==> config.mk <==
export PLATFORM = sky130hd
export DESIGN_NAME = sng_wb_gen
export DESIGN_NICKNAME = d
export VERILOG_FILES = /design/src/rtl/sng_pkg.sv /design/src/rtl/sng_lfsr.sv /design/src/rtl/sng_weight.sv /design/src/rtl/sng_select.sv /design/src/rtl/sng_wb_gen.sv
export SDC_FILE = /design/constraint.sdc
export NUM_CORES = 1
export LEC_CHECK = 0
export BUFFER_PORTS_ARGS = -buffer_cell sky130_fd_sc_hd__buf_4
export CORE_MARGIN = 3
export CORE_UTILIZATION = 45
export DETAILED_ROUTE_END_ITERATION = 7
export PLACE_DENSITY = 0.74
export SYNTH_ARGS = -nofsm -noshare
export SYNTH_HDL_FRONTEND = slang
export SYNTH_SLANG_ARGS = --single-unit
==> constraint.sdc <==
create_clock -name clk -period 1.9 [get_ports clk]
set_input_delay 0.285 -clock clk [delete_from_list [all_inputs] [get_ports clk]]
set_output_delay 0.285 -clock clk [all_outputs]
set_load 0.03 [all_outputs]
==> src/rtl/sng_pkg.sv <==
package sng_pkg;
  // Feedback mask for a right-shifting register whose new MSB is XOR(state & mask)
  function automatic logic [31:0] tap_mask(input int n);
    case (n)
      3:  return 32'h0000_0003;
      4:  return 32'h0000_0003;
      5:  return 32'h0000_0005;
      6:  return 32'h0000_0003;
      7:  return 32'h0000_0003;
      8:  return 32'h0000_001D;
      10: return 32'h0000_0009;
      12: return 32'h0000_0941;
      16: return 32'h0000_100B;
      default: return 32'h0000_0003;
    endcase
  endfunction
endpackage

==> src/rtl/sng_lfsr.sv <==
module sng_lfsr #(
  parameter int N = 8,
  parameter logic [N-1:0] TAPS = '1
) (
  input  logic         clk,
  input  logic         rst,
  input  logic         en,
  input  logic         zero_en,
  input  logic         ld,
  input  logic [N-1:0] seed,
  output logic [N-1:0] state
);
  localparam logic [N-1:0] RST_VAL = {{(N-1){1'b0}}, 1'b1};

  logic fb;
  logic low_clear;
  logic seed_ok;

  assign low_clear = (state[N-1:1] == '0);
  assign fb        = (^(state & TAPS)) ^ (zero_en & low_clear);
  assign seed_ok   = ld && ((seed != '0) || zero_en);

  always_ff @(posedge clk) begin
    if (rst)          state <= RST_VAL;
    else if (seed_ok) state <= seed;
    else if (en)      state <= {fb, state[N-1:1]};
  end
endmodule

==> src/rtl/sng_weight.sv <==
module sng_weight #(
  parameter int N = 8
) (
  input  logic [N-1:0] state,
  output logic [N-1:0] weight
);
  logic [N-1:0] chain;

  assign chain[N-1]  = ~state[N-1];
  assign weight[N-1] = state[N-1];

  generate
    for (genvar k = N - 2; k >= 0; k--) begin : g_chain
      assign chain[k]  = chain[k+1] & ~state[k];
      assign weight[k] = chain[k+1] ^ chain[k];
    end
  endgenerate
endmodule

==> src/rtl/sng_select.sv <==
module sng_select #(
  parameter int N = 8
) (
  input  logic [N-1:0] weight,
  input  logic [N-1:0] x,
  output logic         bit_n
);
  assign bit_n = |(weight & x);
endmodule

==> src/rtl/sng_wb_gen.sv <==
module sng_wb_gen
  import sng_pkg::*;
#(
  parameter int N = 8
) (
  input  logic         clk,
  input  logic         rst,
  input  logic         en,
  input  logic         zero_en,
  input  logic         ld,
  input  logic [N-1:0] seed,
  input  logic [N-1:0] x,
  output logic         bit_o
);
  localparam logic [31:0]  TAPS_ALL = tap_mask(N);
  localparam logic [N-1:0] TAPS     = TAPS_ALL[N-1:0];

  logic [N-1:0] lfsr_q;
  logic [N-1:0] wgt;
  logic         bit_n;

  sng_lfsr #(.N(N), .TAPS(TAPS)) u_lfsr (
    .clk(clk), .rst(rst), .en(en), .zero_en(zero_en),
    .ld(ld), .seed(seed), .state(lfsr_q)
  );

  sng_weight #(.N(N)) u_weight (.state(lfsr_q), .weight(wgt));

  sng_select #(.N(N)) u_select (.weight(wgt), .x(x), .bit_n(bit_n));

  always_ff @(posedge clk) begin
    if (rst)     bit_o <= 1'b0;
    else if (en) bit_o <= bit_n;
  end
endmodule

==> reports/metrics.cfg <==
[status]
status = finished, final reports clean

[placement]
preCtsSetupSlack_ps = 276
io_buffers = 21
gp_congestion = 0.798
post_dp_cell_area_um2 = 753
dp.final_hpwl_um = 977

[pwr]
p_per_area_mw_per_mm2 = 638
leakage_uw = 0.000339
irDropWorstVdd_mv = 0.408

[timing]
period_share_pct = 78.2
setup_viol = 0
relSlewSlack_pct = 81.8
drv_slew = 0
rsz0062_at_grt = no
hold_viol = 0
skew_ps = 1.16
worst_pin_slew_ps = 272
finalCriticalPeriod_ps = 1490
setup_tns_ps = 0
setup_ws_ps = 414
max_freq_ghz = 0.673

[critical_path]
cp.arrival_ps = 1630
r2r_start = u_lfsr.state[5]
r2r_cells = 5
crit_required_ps = 2040
cp_max_fo = 4
r2r_slack_ps = 410
rr_endpoint = u_lfsr.state[7]
path_class = flip-flop to flip-flop
worst_setup_path_end_kind = flip-flop
critPathSlowestCell = or3_1
critPathMaxStageDelay_ps = 390
startpoint_type = flip-flop
worstPathCellList = or3_1, o21ai_0, nand3_1, a31oi_1, o22ai_1

[yosys]
yosysTopAreaCell = dfxtp_1
avgSynthCellArea_um2 = 8.60
synthFlopType = dfxtp_1
synth_seq_cells = 9
syn_nets = 91
ys_seq_area_share_pct = 29.9
synthArstFlopShare_pct = 0
synth_area_leaders = dfxtp_1 (30%), mux2i_1 (12%), a211oi_2 (8.3%)
netlist.area_leader.share_pct = 29.9
yosys_warnings = 0
syn_area_um2 = 602
ys_types = 29
syn_inst = 70
synth-edff-count = 0

[layout]
fin_area_um2 = 779
syn_to_final_growth_pct = 29.5
layout_common_cells = buf_4 (22), dfxtp_1 (9), nor2_1 (8)
drive_gt1_share_pct = 34.4
antennaDiodeCount = 0
fin_nets = 112
final_common_cell = buf_4

[clocking]
clkTransAtPathRegs_ps = 60
root_buffer = clkbuf_4
ctsLongestPathBuffers = 2
cts_buffers = 3
cts_sinks = 9
post_cts_resized = 0
ctsHoldBuffers = 0
tritoncts = yes
post_cts_buffers = 0
clk_latency_ps = 260
htreeDepth = 1

[grt]
grt_first_pass_wirelength_um = 2040
grt_max_degree = 15
grt_pass1_vias = 479
antenna_found_initial = 0
track_usage_pct = 15.5
overflow = 0

[drt]
drc_errors = 0
vias = 572
drtIter0Drc = 7
viasPerCell = 5.50
wirelength_um = 1280
firstDrtPassIters = 4
ant_nets = 0
detail_route.wl_per_cell_um = 12.3

[floorplanning]
io_pins = 22
rows = 12
die_area_mm2 = 0.00181
dieWidth_um = 42.6
start_util_pct = 50.7
die_h_um = 42.6
core_region_area_mm2 = 0.00119

[min_path]
hold_end = u_lfsr.state[0]
min_path_type = primary input to flip-flop
min_from = seed[0]
hold_path_depth = 3

[flow_run]
drv_cap = 0

==> kinds of logic after synthesis <==
logic type,share of synthesized area (%)
simple gates,22.7
compound gates,28.1
flops,29.9
mux,13.5
buf+inv,5.82
==> cell usage after synthesis (2+ instances only) <==
cell	number
mux2i_1	7
a21oi_1	4
clkbuf_1	3
o21ai_0	2
nand2b_1	3
nand2_1	6
nor2_1	8
dfxtp_1	9
a211oi_2	4
a211oi_1	2
nor3_1	2
nand3b_1	3
==> per-layer routing <==
layer / part of all wire [%] / wire (um) / GRT usage (%) / up-vias
li1: - / - / - / 298
met3: 5.8 / 74 / 2.58 / 4
met1: 45 / 569 / 19.6 / 254
met4: 1.9 / 24 / 11.2 / 0
met2: 48 / 608 / 23.1 / 16
met5: 0 / 0 / 0 / -
==> how the worst max path moves through the flow <==
stage / start / to / slack, ps / depth (start not counted)
3_5_place_dp: seed[3] / u_lfsr.state[0] / 280 / 7
3_3_place_gp: seed[3] / u_lfsr.state[0] / 290 / 7
4_1_cts: u_lfsr.state[5] / u_lfsr.state[7] / 400 / 5
6_report: u_lfsr.state[5] / u_lfsr.state[7] / 410 / 5
5_1_grt: u_lfsr.state[5] / u_lfsr.state[7] / 270 / 5
2_1_floorplan: seed[3] / u_lfsr.state[3] / 450 / 6
==> report_power, final <==
group / leakage, uW / total [uW] / internal (uW) / switching [uW]
clock network: 0.0000150 / 148 / 81.0 / 67.0
logic: 0.000249 / 126 / 70.5 / 55.2
registers: 0.0000749 / 224 / 204 / 19.6
==> state kept, by name (all words and copies together) (netlist names) <==
| name | flops |
|---|---|
| bit_o | 1 |
| u_lfsr.state | 8 |
==> critical path: cells and delay by family (launching register included) <==
kind,cells,cell delay [ps]
and+or+nand+nor,2,500
DFF,1,330
AOI/OAI and AO/OA,3,540
==> layout make-up <==
| cell class | instances | area [um^2] |
|---|---|---|
| inverters | 1 | 3.75 |
| fillers | 102 | 407 |
| repair buffers | 22 | 165 |
| flip-flops and latches | 9 | 180 |
| clock buffers | 4 | 26.3 |
| multi-input cells | 54 | 387 |
| well taps | 14 | 17.5 |
==> through the flow <==
stage / total power (uW) / hold slack (ps) / cells / utilization [%]
after CTS: 499 / 252 / 104 / 65.7
after floorplan: 303 / 414 / 70 / -
after global placement: 351 / 489 / 100 / 63.5
after detailed placement: 353 / 500 / 100 / 63.5
final: 497 / 251 / 104 / 65.7
after global routing: 523 / 287 / 104 / 65.7
No activity file was read; power rests on OpenSTA's default activity.
